$ cat config.mk
export PLATFORM = sky130hd
export DESIGN_NAME = owd_window_dec
export DESIGN_NICKNAME = d
export VERILOG_FILES = /design/src/rtl/owd_pkg.sv /design/src/rtl/owd_regs.sv /design/src/rtl/owd_chunk_decode.sv /design/src/rtl/owd_out_stage.sv /design/src/rtl/owd_window_dec.sv
export SDC_FILE = /design/constraint.sdc
export NUM_CORES = 1
export LEC_CHECK = 0
export BUFFER_PORTS_ARGS = -buffer_cell sky130_fd_sc_hd__buf_2
export CORE_AREA = 2 2 84 86
export CTS_CLUSTER_SIZE = 12
export DETAILED_ROUTE_END_ITERATION = 16
export DIE_AREA = 0 0 86 88
export GPL_TIMING_DRIVEN = 1
export PLACE_DENSITY_LB_ADDON = 0.08
export SETUP_SLACK_MARGIN = 0.2
export SYNTH_ARGS = -nofsm -noshare
export SYNTH_HDL_FRONTEND = slang
export SYNTH_SLANG_ARGS = --single-unit
$ cat constraint.sdc
create_clock -name clk_i -period 1.6 [get_ports clk_i]
set_input_delay 0.24 -clock clk_i [delete_from_list [all_inputs] [get_ports clk_i]]
set_output_delay 0.24 -clock clk_i [all_outputs]
set_load 0.05 [all_outputs]
$ cat src/rtl/owd_pkg.sv
package owd_pkg;
  localparam int ADDR_W   = 32;
  localparam int TAG_W    = 4;
  localparam int IDX_W    = 5;
  localparam int NCHUNK   = 1 << IDX_W;
  localparam int IDX_LSB  = ADDR_W - TAG_W - IDX_W;
  localparam logic [TAG_W-1:0] WIN_TAG = 4'hF;
  localparam int MODE_LSB = 7;
  localparam int MODE_W   = 2;
  localparam logic [MODE_W-1:0] MODE_FWD = 2'b01;
  localparam int FBB_W    = 2;

  typedef enum logic [1:0] {
    SEL_MASK = 2'b00,
    SEL_MODE = 2'b01,
    SEL_FBB  = 2'b10,
    SEL_NONE = 2'b11
  } wr_sel_e;
endpackage

$ cat src/rtl/owd_regs.sv
module owd_regs
  import owd_pkg::*;
#(
  parameter int DATA_W = ADDR_W,
  parameter int NCH    = NCHUNK,
  parameter int MLSB   = MODE_LSB,
  parameter int MW     = MODE_W,
  parameter int FW     = FBB_W
) (
  input  logic              clk_i,
  input  logic              rst_ni,
  input  logic              wr_en_i,
  input  logic [1:0]        wr_sel_i,
  input  logic [DATA_W-1:0] wr_data_i,
  output logic [NCH-1:0]    mask_o,
  output logic [MW-1:0]     mode_o,
  output logic [FW-1:0]     fbb_o
);
  wr_sel_e sel;
  assign sel = wr_sel_e'(wr_sel_i);

  always_ff @(posedge clk_i or negedge rst_ni) begin
    if (!rst_ni) begin
      mask_o <= '0;
      mode_o <= '0;
      fbb_o  <= '0;
    end else if (wr_en_i) begin
      unique case (sel)
        SEL_MASK: mask_o <= wr_data_i[NCH-1:0];
        SEL_MODE: mode_o <= wr_data_i[MLSB +: MW];
        SEL_FBB:  fbb_o  <= wr_data_i[FW-1:0];
        default:  ;
      endcase
    end
  end
endmodule

$ cat src/rtl/owd_chunk_decode.sv
module owd_chunk_decode
  import owd_pkg::*;
#(
  parameter int AW = ADDR_W,
  parameter int TW = TAG_W,
  parameter int IW = IDX_W,
  parameter logic [TW-1:0] TAG = WIN_TAG,
  parameter int MW = MODE_W,
  parameter logic [MW-1:0] MON = MODE_FWD
) (
  input  logic [AW-1:0]      addr_i,
  input  logic [(1<<IW)-1:0] mask_i,
  input  logic [MW-1:0]      mode_i,
  output logic               hit_o
);
  localparam int NCH = 1 << IW;
  localparam int LSB = AW - TW - IW;
  // end chunks are firmware and bridge registers
  localparam logic [NCH-1:0] KEEP = ~((NCH'(1) << (NCH-1)) | NCH'(1));

  logic [IW-1:0]  idx;
  logic [NCH-1:0] sel;
  logic [NCH-1:0] allow;
  logic           in_win;
  logic           mode_on;

  assign idx     = addr_i[LSB +: IW];
  assign in_win  = addr_i[AW-1 -: TW] == TAG;
  assign mode_on = mode_i == MON;
  assign allow   = mask_i & KEEP;

  for (genvar i = 0; i < NCH; i++) begin : g_chunk
    assign sel[i] = idx == IW'(i);
  end

  assign hit_o = in_win & mode_on & |(sel & allow);

  logic unused_lo;
  assign unused_lo = ^addr_i[LSB-1:0];
endmodule

$ cat src/rtl/owd_out_stage.sv
module owd_out_stage
  import owd_pkg::*;
#(
  parameter int AW = ADDR_W
) (
  input  logic          clk_i,
  input  logic          rst_ni,
  input  logic          valid_i,
  input  logic          hit_i,
  input  logic [AW-1:0] addr_i,
  output logic          valid_o,
  output logic          fwd_o,
  output logic [AW-1:0] addr_o
);
  always_ff @(posedge clk_i or negedge rst_ni) begin
    if (!rst_ni) begin
      valid_o <= 1'b0;
      fwd_o   <= 1'b0;
      addr_o  <= '0;
    end else begin
      valid_o <= valid_i;
      fwd_o   <= valid_i & hit_i;
      if (valid_i) addr_o <= addr_i;
    end
  end
endmodule

$ cat src/rtl/owd_window_dec.sv
module owd_window_dec
  import owd_pkg::*;
#(
  parameter int AW = ADDR_W,
  parameter int FW = FBB_W
) (
  input  logic          clk_i,
  input  logic          rst_ni,
  input  logic          req_valid_i,
  input  logic [AW-1:0] req_addr_i,
  input  logic          wr_en_i,
  input  logic [1:0]    wr_sel_i,
  input  logic [AW-1:0] wr_data_i,
  output logic          req_valid_o,
  output logic          fwd_o,
  output logic [AW-1:0] addr_o,
  output logic [FW-1:0] fbb_en_o
);
  logic [NCHUNK-1:0] mask_q;
  logic [MODE_W-1:0] mode_q;
  logic              hit;

  owd_regs #(.DATA_W(AW), .NCH(NCHUNK), .MLSB(MODE_LSB), .MW(MODE_W), .FW(FW)) u_regs (
    .clk_i, .rst_ni, .wr_en_i, .wr_sel_i, .wr_data_i,
    .mask_o(mask_q), .mode_o(mode_q), .fbb_o(fbb_en_o)
  );

  owd_chunk_decode #(.AW(AW), .TW(TAG_W), .IW(IDX_W), .TAG(WIN_TAG), .MW(MODE_W), .MON(MODE_FWD)) u_dec (
    .addr_i(req_addr_i), .mask_i(mask_q), .mode_i(mode_q), .hit_o(hit)
  );

  owd_out_stage #(.AW(AW)) u_out (
    .clk_i, .rst_ni, .valid_i(req_valid_i), .hit_i(hit), .addr_i(req_addr_i),
    .valid_o(req_valid_o), .fwd_o, .addr_o
  );
endmodule

==> After elaboration in Yosys (flattened, before gate mapping) <==
Index checks and enable logic that the tools add are counted.
{ "word_totals": {"reg_bits": 69, "out_inout_bits": 36, "wordCells": 51} }
{ "op_classes": {"eq_ne": 35, "bitwise": 4, "n_reduce_logical": 6} }
{ "op_table": {"columns": ["op", "n"], "rows": [
  ["$eq A5 B5 Y1 const B", 16],
  ["$eq A5 B4 Y1 const B", 8],
  ["$and A32 B31 Y32", 1],
  ["$reduce_or A32 Y1", 1],
  ["$eq A5 B3 Y1 const B", 4],
  ["$eq A5 B2 Y1 const B", 2],
  ["$reduce_and A2 Y1", 3],
  ["$eq A5 B1 Y1 const B", 1],
  ["$logic_not A5 Y1", 1],
  ["$eq A2 B1 Y1 const B", 2],
  ["$eq A4 B4 Y1 const B", 1],
  ["$and A1 B1 Y1", 3],
  ["$eq A2 B2 Y1 const B", 1],
  ["$logic_not A2 Y1", 1]
]} }

==> Longest topological paths before layout <==
Gate-level depths: netlist of the first run.
{ "depth": {"word_depth": 5, "depth_mapped": 7, "ltp_nobuf": 5} }

==> Cells and area by module <==
From an unflattened synthesis of the first run, not the netlist that was laid out.
{ "hier_totals": {"cells_unflattened": 205, "area_unflattened_um2": 3160.5} }
{ "by_module_without_submodules": {"columns": ["mod", "instances", "cells_per_inst", "area_per_inst_um2", "seq_area_each_um2"], "rows": [
  ["owd_out_stage", 1, 71, 1397.6, 850.8],
  ["owd_regs", 1, 78, 1373.8, 900.9],
  ["owd_chunk_decode", 1, 56, 389.1, 0.0]
]} }

==> Least setup slack after synthesis of the first run <==
Ideal clock, no wire load.
{ "synth_timing": {"kind": "input-to-reg", "start": "input req_addr_i[25]", "end": "register u_out.fwd_o", "setup_ns": 0.126, "arrival_ns": 1.466, "required_time_ns": 1.474, "setup_slack_ns": 0.008, "stages": 6, "cell_sequence": "buf_4 nor2b_4 a221oi_1 a311oi_1 or4_1 o311a_1"} }
{ "synth_via": {"elab_chain_len": 5, "word_cells_on_any_way": 36, "classes_between": "31 x eq/ne; 3 x bitwise; 2 x reduce/logical"} }
{ "synth_rtl": {"columns": ["item", "line_no", "rtl"], "rows": [
  ["from (decl)", "owd_window_dec.sv:10", "input logic [AW-1:0] req_addr_i,"],
  ["$eq A5 B1 Y1 (tied with other cells)", "owd_chunk_decode.sv:33", "assign sel[i] = idx == IW'(i);"],
  ["$and A32 B31 Y32 (*)", "owd_chunk_decode.sv:36", "assign hit_o = in_win & mode_on & |(sel & allow);"],
  ["$reduce_or A32 Y1 (*)", "owd_chunk_decode.sv:36", null],
  ["$and A1 B1 Y1 (*)", "owd_chunk_decode.sv:36", null],
  ["$and A1 B1 Y1 (*)", "owd_out_stage.sv:22", "fwd_o <= valid_i & hit_i;"],
  ["to (signal assigned)", "owd_out_stage.sv:22", null],
  ["to (decl)", "owd_out_stage.sv:12", "output logic fwd_o,"]
]} }
Every way passes the cells marked *; elsewhere a longest branch is shown, timed or not.
A chain may end at the register's enable or synchronous reset.

==> Worst setup path after layout of the first run <==
{ "layout_timing": {"start": "register u_regs.mask_o[18]", "end": "register u_out.fwd_o"} }
{ "layout_via": {"elab_chain_len": 4} }
{ "layout_rtl": {"columns": ["item", "line_no", "rtl"], "rows": [
  ["from (decl)", "owd_regs.sv:15", "output logic [NCH-1:0] mask_o,"],
  ["from (signal assigned)", "owd_regs.sv:29", "SEL_MASK: mask_o <= wr_data_i[NCH-1:0];"],
  ["$and A32 B31 Y32", "owd_chunk_decode.sv:36", null],
  ["$reduce_or A32 Y1", "owd_chunk_decode.sv:36", null],
  ["$and A1 B1 Y1", "owd_chunk_decode.sv:36", null],
  ["$and A1 B1 Y1", "owd_out_stage.sv:22", null]
]} }
Every way passes these cells.

==> summary.txt, run 1 <==
Status - finished clean
Post-Syn Area - 2880 um2
Syn. warnings - 0
Critical path type - reg -> reg
Die W - 86 um
CTS max path bufs - 2
First-pass DRT Iterations - 4
Remaining global-route overflow - 0
DRC - 0
Initial core utilization - 43.3%
Post-CTS Setup Bufs - 0
Pwr dens - 1210 nW/um2
RSZ-0062 raised after global routing - true
HP Start - req_addr_i[10]
Crit path max fanout - 2
Final Cell Area - 3810 um2
Flop and latch count out of synthesis - 68
Max Clock Skew - 0.00470 ns
Hold Crit Depth - 2
Synth top cells by count - 68 x dfrtp_1, 65 x mux2_2, 7 x clkbuf_1, 7 x nand2_1
Synth top area share - 59.2%
Max-slew violations - 0
Layout cells sized above 1 - 64.6%
Rows - 30
Lkg Pwr - 0.00179 uW
Initial antenna violation count - 0
Sink Count - 68
Post-synthesis sequential area ratio - 59.2%
WP data arrival - 1.80 ns
Clock latency on the worst-skew pair - 0.34 ns
Slew headroom - 76.2%
FF-to-FF End - u_out.fwd_o
CTS root buffer - clkbuf_8
TritonCTS Buffers - 9
Crit path time final - 1.57 ns
Final worst path period share - 98.4%
Maxcap violations - 0
Final setup violating endpoints - 0
Fmax - 0.635 GHz
DR iter-0 viols - 42
Distinct cell type count after synthesis - 35
DIE AREA - 7570 um2
FF-to-FF Start - u_regs.mask_o[18]
Clock Pin Slew Worst Setup and Hold Paths - 0.08 ns
First-pass GRT wire length - 9920 um
PortBufs - 104
Syn nets - 268
Layout Nets - 384
Mean Syn Cell Area - 14.5 um2
Pin count of the biggest net entering global routing - 69
Core Area - 6640 um2
Flop-to-flop setup slack - 0.03 ns
CP Launch Type - flip-flop
DP HPWL - 4380 um
Prevailing post-synth register cell - dfrtp_1
CP required - 1.83 ns
Max VDD drop - 0.621 mV
Synth async-reset ratio - 100%
Worst slew pin tran - 0.357 ns
GP Congestion - 0.793
IO Count - 106
Area Overhead vs Synth - 32.4%
Largest cells by area after synthesis - dfrtp_1 59%, mux2_2 25%, mux2i_1 1.4%
Synth area leader - dfrtp_1
Number of antenna diodes - 0
Worst Setup End Kind - flip-flop
EDFF count, synth - 0
Vias - 2,014
Cell with the most instances after synthesis - dfrtp_1
Detailed Route WL - 6130 um
Post-DP Area - 3580 um2
R2R depth - 5
Hold Path End - u_out.addr_o[10]
Number of global-route vias before repair - 2,043
Hold Crit Class - in -> reg
CTS tree - done
Routed vias/inst - 5.05
H-tree depth reported by CTS - 3
Hold Slack - 0.119 ns
Cells after Synth - 198
Die span in y - 88 um
DRT antenna net count - 0
WL/cell - 15.4 um
Layout Utilization - 57.3%
Total track usage - 17.2%
Fin. Hold Viols - 0
## logic make-up after synthesis
family	share of synthesized area (%)
AOI/OAI and AO/OA	3.70
buffers and inverters	2.70
DFF	59.2
muxes	28.2
and+or+nand+nor	6.27
## placed cells by master, fill, tap and decap left out, types with 2 or more instances in the layout
| cell type | n |
|---|---|
| buf_12 | 2 |
| buf_2 | 104 |
| buf_4 | 12 |
| bufinv_16 | 2 |
| clkbuf_8 | 9 |
| clkinv_2 | 3 |
| dfrtp_1 | 68 |
| inv_1 | 2 |
| mux2_2 | 65 |
| mux2i_1 | 4 |
| nand2_1 | 7 |
| nand3_1 | 2 |
| nand3b_1 | 4 |
| nor2_1 | 2 |
| nor2b_1 | 2 |
| nor2b_4 | 2 |
| nor3_1 | 2 |
| nor4b_1 | 2 |
| o21ai_0 | 2 |
| o221ai_1 | 2 |
| or4_1 | 2 |
## through the flow
step	TNS, ns	power [uW]	setup WS (ns)	cells
2_1_floorplan	0	2800	0.102	198
3_3_place_gp	-0.103	3110	-0.103	382
3_5_place_dp	-0.114	3130	-0.114	382
4_1_cts	0	4690	0.0226	399
5_1_grt	-0.0362	4850	-0.0362	399
6_report	0	4620	0.0255	399
## where the power goes
part | internal (uW) | leakage (uW) | switching [uW] | total [uW]
sequential | 1960 | 0.000803 | 128 | 2090
clock | 871 | 0.000109 | 666 | 1540
combinational | 410 | 0.000875 | 582 | 991
## sequential cells by signal (all words and copies together), names as in the netlist
| register | flops |
|---|---|
| u_out.addr_o | 32 |
| u_regs.mode_o | 2 |
| u_regs.fbb_o | 2 |
| u_out.valid_o | 1 |
| u_regs.mask_o | 30 |
| u_out.fwd_o | 1 |
## how the worst max path moves through the flow
stage	start	end	slack (ns)	depth (start not counted)
2_1_floorplan	req_addr_i[25]	u_out.fwd_o	0.10	6
3_3_place_gp	req_addr_i[26]	u_out.fwd_o	-0.10	5
3_5_place_dp	req_addr_i[25]	u_out.fwd_o	-0.11	6
4_1_cts	u_regs.mask_o[18]	u_out.fwd_o	0.02	5
5_1_grt	u_regs.mask_o[18]	u_out.fwd_o	-0.04	5
6_report	u_regs.mask_o[18]	u_out.fwd_o	0.03	5
## final cells by class
cell class / count / area, um2
tap: 80 / 100
inverter: 2 / 7.51
clock inverter: 7 / 91.3
multi-input combinational: 114 / 1120
clock buffer: 9 / 124
sequential: 68 / 1700
fill: 570 / 2840
timing repair buffer: 119 / 661
## per-layer routing
layer | track usage [%] | share of wire [%] | vias to the layer above
met4 | 6.49 | 1.4 | 0
met5 | 0 | 0 | -
met2 | 24.7 | 45 | 65
li1 | - | - | 954
met3 | 7.54 | 8.4 | 8
met1 | 23.2 | 45 | 987
## critical path, cell delays in order (launching register included)
cell	delay [ns]
dfrtp_1	0.38
nor4bb_1	0.15
a41oi_2	0.17
o22ai_1	0.09
or4_1	0.53
o311a_1	0.14
## repair_timing
action / 4_1_cts / 5_1_grt
hold endpoints to repair: 68 / 0
hold buffers: 1 / 0
endpoints found under the setup margin: 1 / 1
pin swaps: 0 / 0
gates resized for setup: 0 / 0
cloned: 0 / 0
(Power assumes the default switching activity.)
==> inputs of run 2 (changes only) <==
--- a/config.mk
+++ b/config.mk
@@ -11,7 +11,7 @@
 export DETAILED_ROUTE_END_ITERATION = 16
 export DIE_AREA = 0 0 86 88
 export GPL_TIMING_DRIVEN = 1
-export PLACE_DENSITY_LB_ADDON = 0.08
+export PLACE_DENSITY = 0.74
 export SETUP_SLACK_MARGIN = 0.2
 export SYNTH_ARGS = -nofsm -noshare
 export SYNTH_HDL_FRONTEND = slang
==> summary.txt, run 2 (synthesis gave the netlist of run 1 again) <==
Regs by FF count - u_out.addr_o x32, u_regs.mask_o x30
CTS root buffer - clkbuf_8
GP Congestion - 0.846 (+6.7%)
Max VDD drop - 0.667 mV (+7.5%)
Hold Crit Depth - 3 (+1)
Biggest register - u_out.addr_o
Fin. Hold Viols - 0 (unchanged)
Hold Path End - u_regs.mask_o[11]
Sw Pwr - 1310 uW (-5.0%)
Pwr Total - 4320 uW (-6.5%)
Cell Chain, Critical Path - nor4bb_1 > a41oi_2 > o22ai_1 > or4_1 > o311a_1
Worst slew pin tran - 0.355 ns (-0.00274 ns)
Routed vias/inst - 5.15 (+2.0%)
Clock latency on the worst-skew pair - 0.34 ns (about the same)
Worst Setup End Kind - flip-flop
Die span in y - 88 um (unchanged)
PortBufs - 104 (unchanged)
Comb power frac - 23.0% (+1.5 points)
Lkg Pwr - 0.00177 uW (-0.90%)
Pin count of the biggest net entering global routing - 69 (unchanged)
Number of antenna diodes - 0 (unchanged)
Layout cells sized above 1 - 63.8% (-0.74 points)
IO Count - 106 (unchanged)
Final WS setup - 0.0156 ns (-0.00990 ns)
Hold Crit Class - in -> reg
Switch share - 30.3% (+0.47 points)
Part of the power in registers - 48.5% (+3.2 points)
Sink Count - 68 (unchanged)
Resized cells post-CTS - 0 (unchanged)
CTS tree - done
Largest stage delay, worst path - 0.54 ns (about the same)
DR iter-0 viols - 90 (+110%)
CP Launch Type - flip-flop
Remaining global-route overflow - 0 (unchanged)
FF-to-FF End - u_out.fwd_o
WP data arrival - 1.81 ns (about the same)
Detailed Route WL - 6040 um (-1.4%)
DP HPWL - 4390 um (about the same)
Vias - 2,050 (+1.8%)
Clock Pin Slew Worst Setup and Hold Paths - 0.07 ns (about the same)
Fmax - 0.631 GHz (-0.63%)
Pwr dens - 1140 nW/um2 (-5.7%)
Final worst path period share - 99.0% (+0.62 points)
DRC - 0 (unchanged)
CP startpoint - u_regs.mask_o[18]
First-pass DRT Iterations - 4 (unchanged)
R2R depth - 5 (unchanged)
Max-slew violations - 0 (unchanged)
Status - finished clean
WL/cell - 15.2 um (-1.1%)
Number of global-route vias before repair - 2,143 (+4.9%)
Critical path type - reg -> reg
Clock power frac - 28.5% (-4.8 points)
Flop-to-flop setup slack - 0.02 ns (about the same)
Area Overhead vs Synth - 31.2%
Slowest cell on the critical path - or4_1
Rows - 30 (unchanged)
DIE AREA - 7570 um2 (unchanged)
Final TNS setup - 0 ns (unchanged)
Initial antenna violation count - 0 (unchanged)
Most common cell after layout, fill and taps aside - buf_2
Crit path time final - 1.58 ns (+0.00990 ns)
Layout Nets - 384 (unchanged)
CP required - 1.83 ns (about the same)
Crit path max fanout - 2 (unchanged)
Maxcap violations - 0 (unchanged)
Max reg flops - 32 (unchanged)
Layout Utilization - 56.8% (-0.51 points)
Die W - 86 um (unchanged)
Max Clock Skew - 0.00584 ns (+0.00115 ns)
TritonCTS Buffers - 9 (unchanged)
H-tree depth reported by CTS - 3 (unchanged)
Post-CTS Setup Bufs - 0 (unchanged)
HP Start - wr_data_i[11]
Core Area - 6640 um2 (unchanged)
Slew headroom - 76.4% (+0.18 points)
Layout filler cell count - 553 (-3.0%)
Final setup violating endpoints - 0 (unchanged)
First-pass GRT wire length - 9890 um (-0.28%)
Internal - 3010 uW (-7.1%)
Initial core utilization - 43.3% (unchanged)
RSZ-0062 raised after global routing - true
Post-Place Setup Slack - -0.135 ns (-0.0213 ns)
Most frequent cells in the layout - 104 x buf_2, 68 x dfrtp_1, 65 x mux2_2
DRT antenna net count - 0 (unchanged)
Total track usage - 17.3% (+0.12 points)
CTS max path bufs - 2 (unchanged)
FF-to-FF Start - u_regs.mask_o[18]
==> run 2: worst max path at each step <==
stage	to	slack (ns)	cells past startpoint
2_1_floorplan	u_out.fwd_o	0.10	6
3_3_place_gp	u_out.fwd_o	-0.11	6
3_5_place_dp	u_out.fwd_o	-0.14	5
4_1_cts	u_out.fwd_o	0.01	5
5_1_grt	u_out.fwd_o	-0.02	5
6_report	u_out.fwd_o	0.02	5
==> run 2: cell type report <==
type	count	area [um2]	area share, %
Clock buffer	13	159	4.21
Clock inverter	2	10.0	0.265
Multi-Input combinational cell	114	1120	29.7
Timing Repair Buffer	119	673	17.8
Sequential cell	68	1700	45.1
Tap cell	80	100	2.65
Inverter	2	7.51	0.199
==> run 2: critical path, delay by kind of cell (launching register included) <==
kind               cells  cell delay (ns)
AOI/OAI and AO/OA      3             0.39
DFF                    1             0.39
and+or+nand+nor        2             0.69
==> run 2: timing repair <==
action | 4_1_cts | 5_1_grt
endpoints found under the setup margin | 1 | 1
endpoints found under the hold margin | 68 | 0
hold buffers | 1 | 0
==> run 2: layer usage <==
layer / up-vias / wire length, um / track usage [%]
li1: 951 / - / -
met5: - / 0 / 0
met4: 0 / 104 / 9.52
met2: 84 / 2810 / 27.7
met1: 1005 / 2610 / 20.8
met3: 10 / 522 / 5.66
==> run 2: metrics by stage <==
stage / cells / instance area (um2) / hold WS, ns
2_1_floorplan: 198 / 2920 / -0.0556
3_3_place_gp: 382 / 3590 / 0.287
3_5_place_dp: 382 / 3590 / 0.287
4_1_cts: 398 / 3770 / 0.107
5_1_grt: 398 / 3770 / 0.110
6_report: 398 / 3770 / 0.120
==> run 2: power by group through the flow <==
stage	Combinational [uW]	Sequential, uW	Clock (uW)
2_1_floorplan	377	2420	0
3_3_place_gp	986	2120	0
3_5_place_dp	1010	2130	0
4_1_cts	1010	2100	1280
5_1_grt	1060	2130	1360
6_report	994	2090	1230
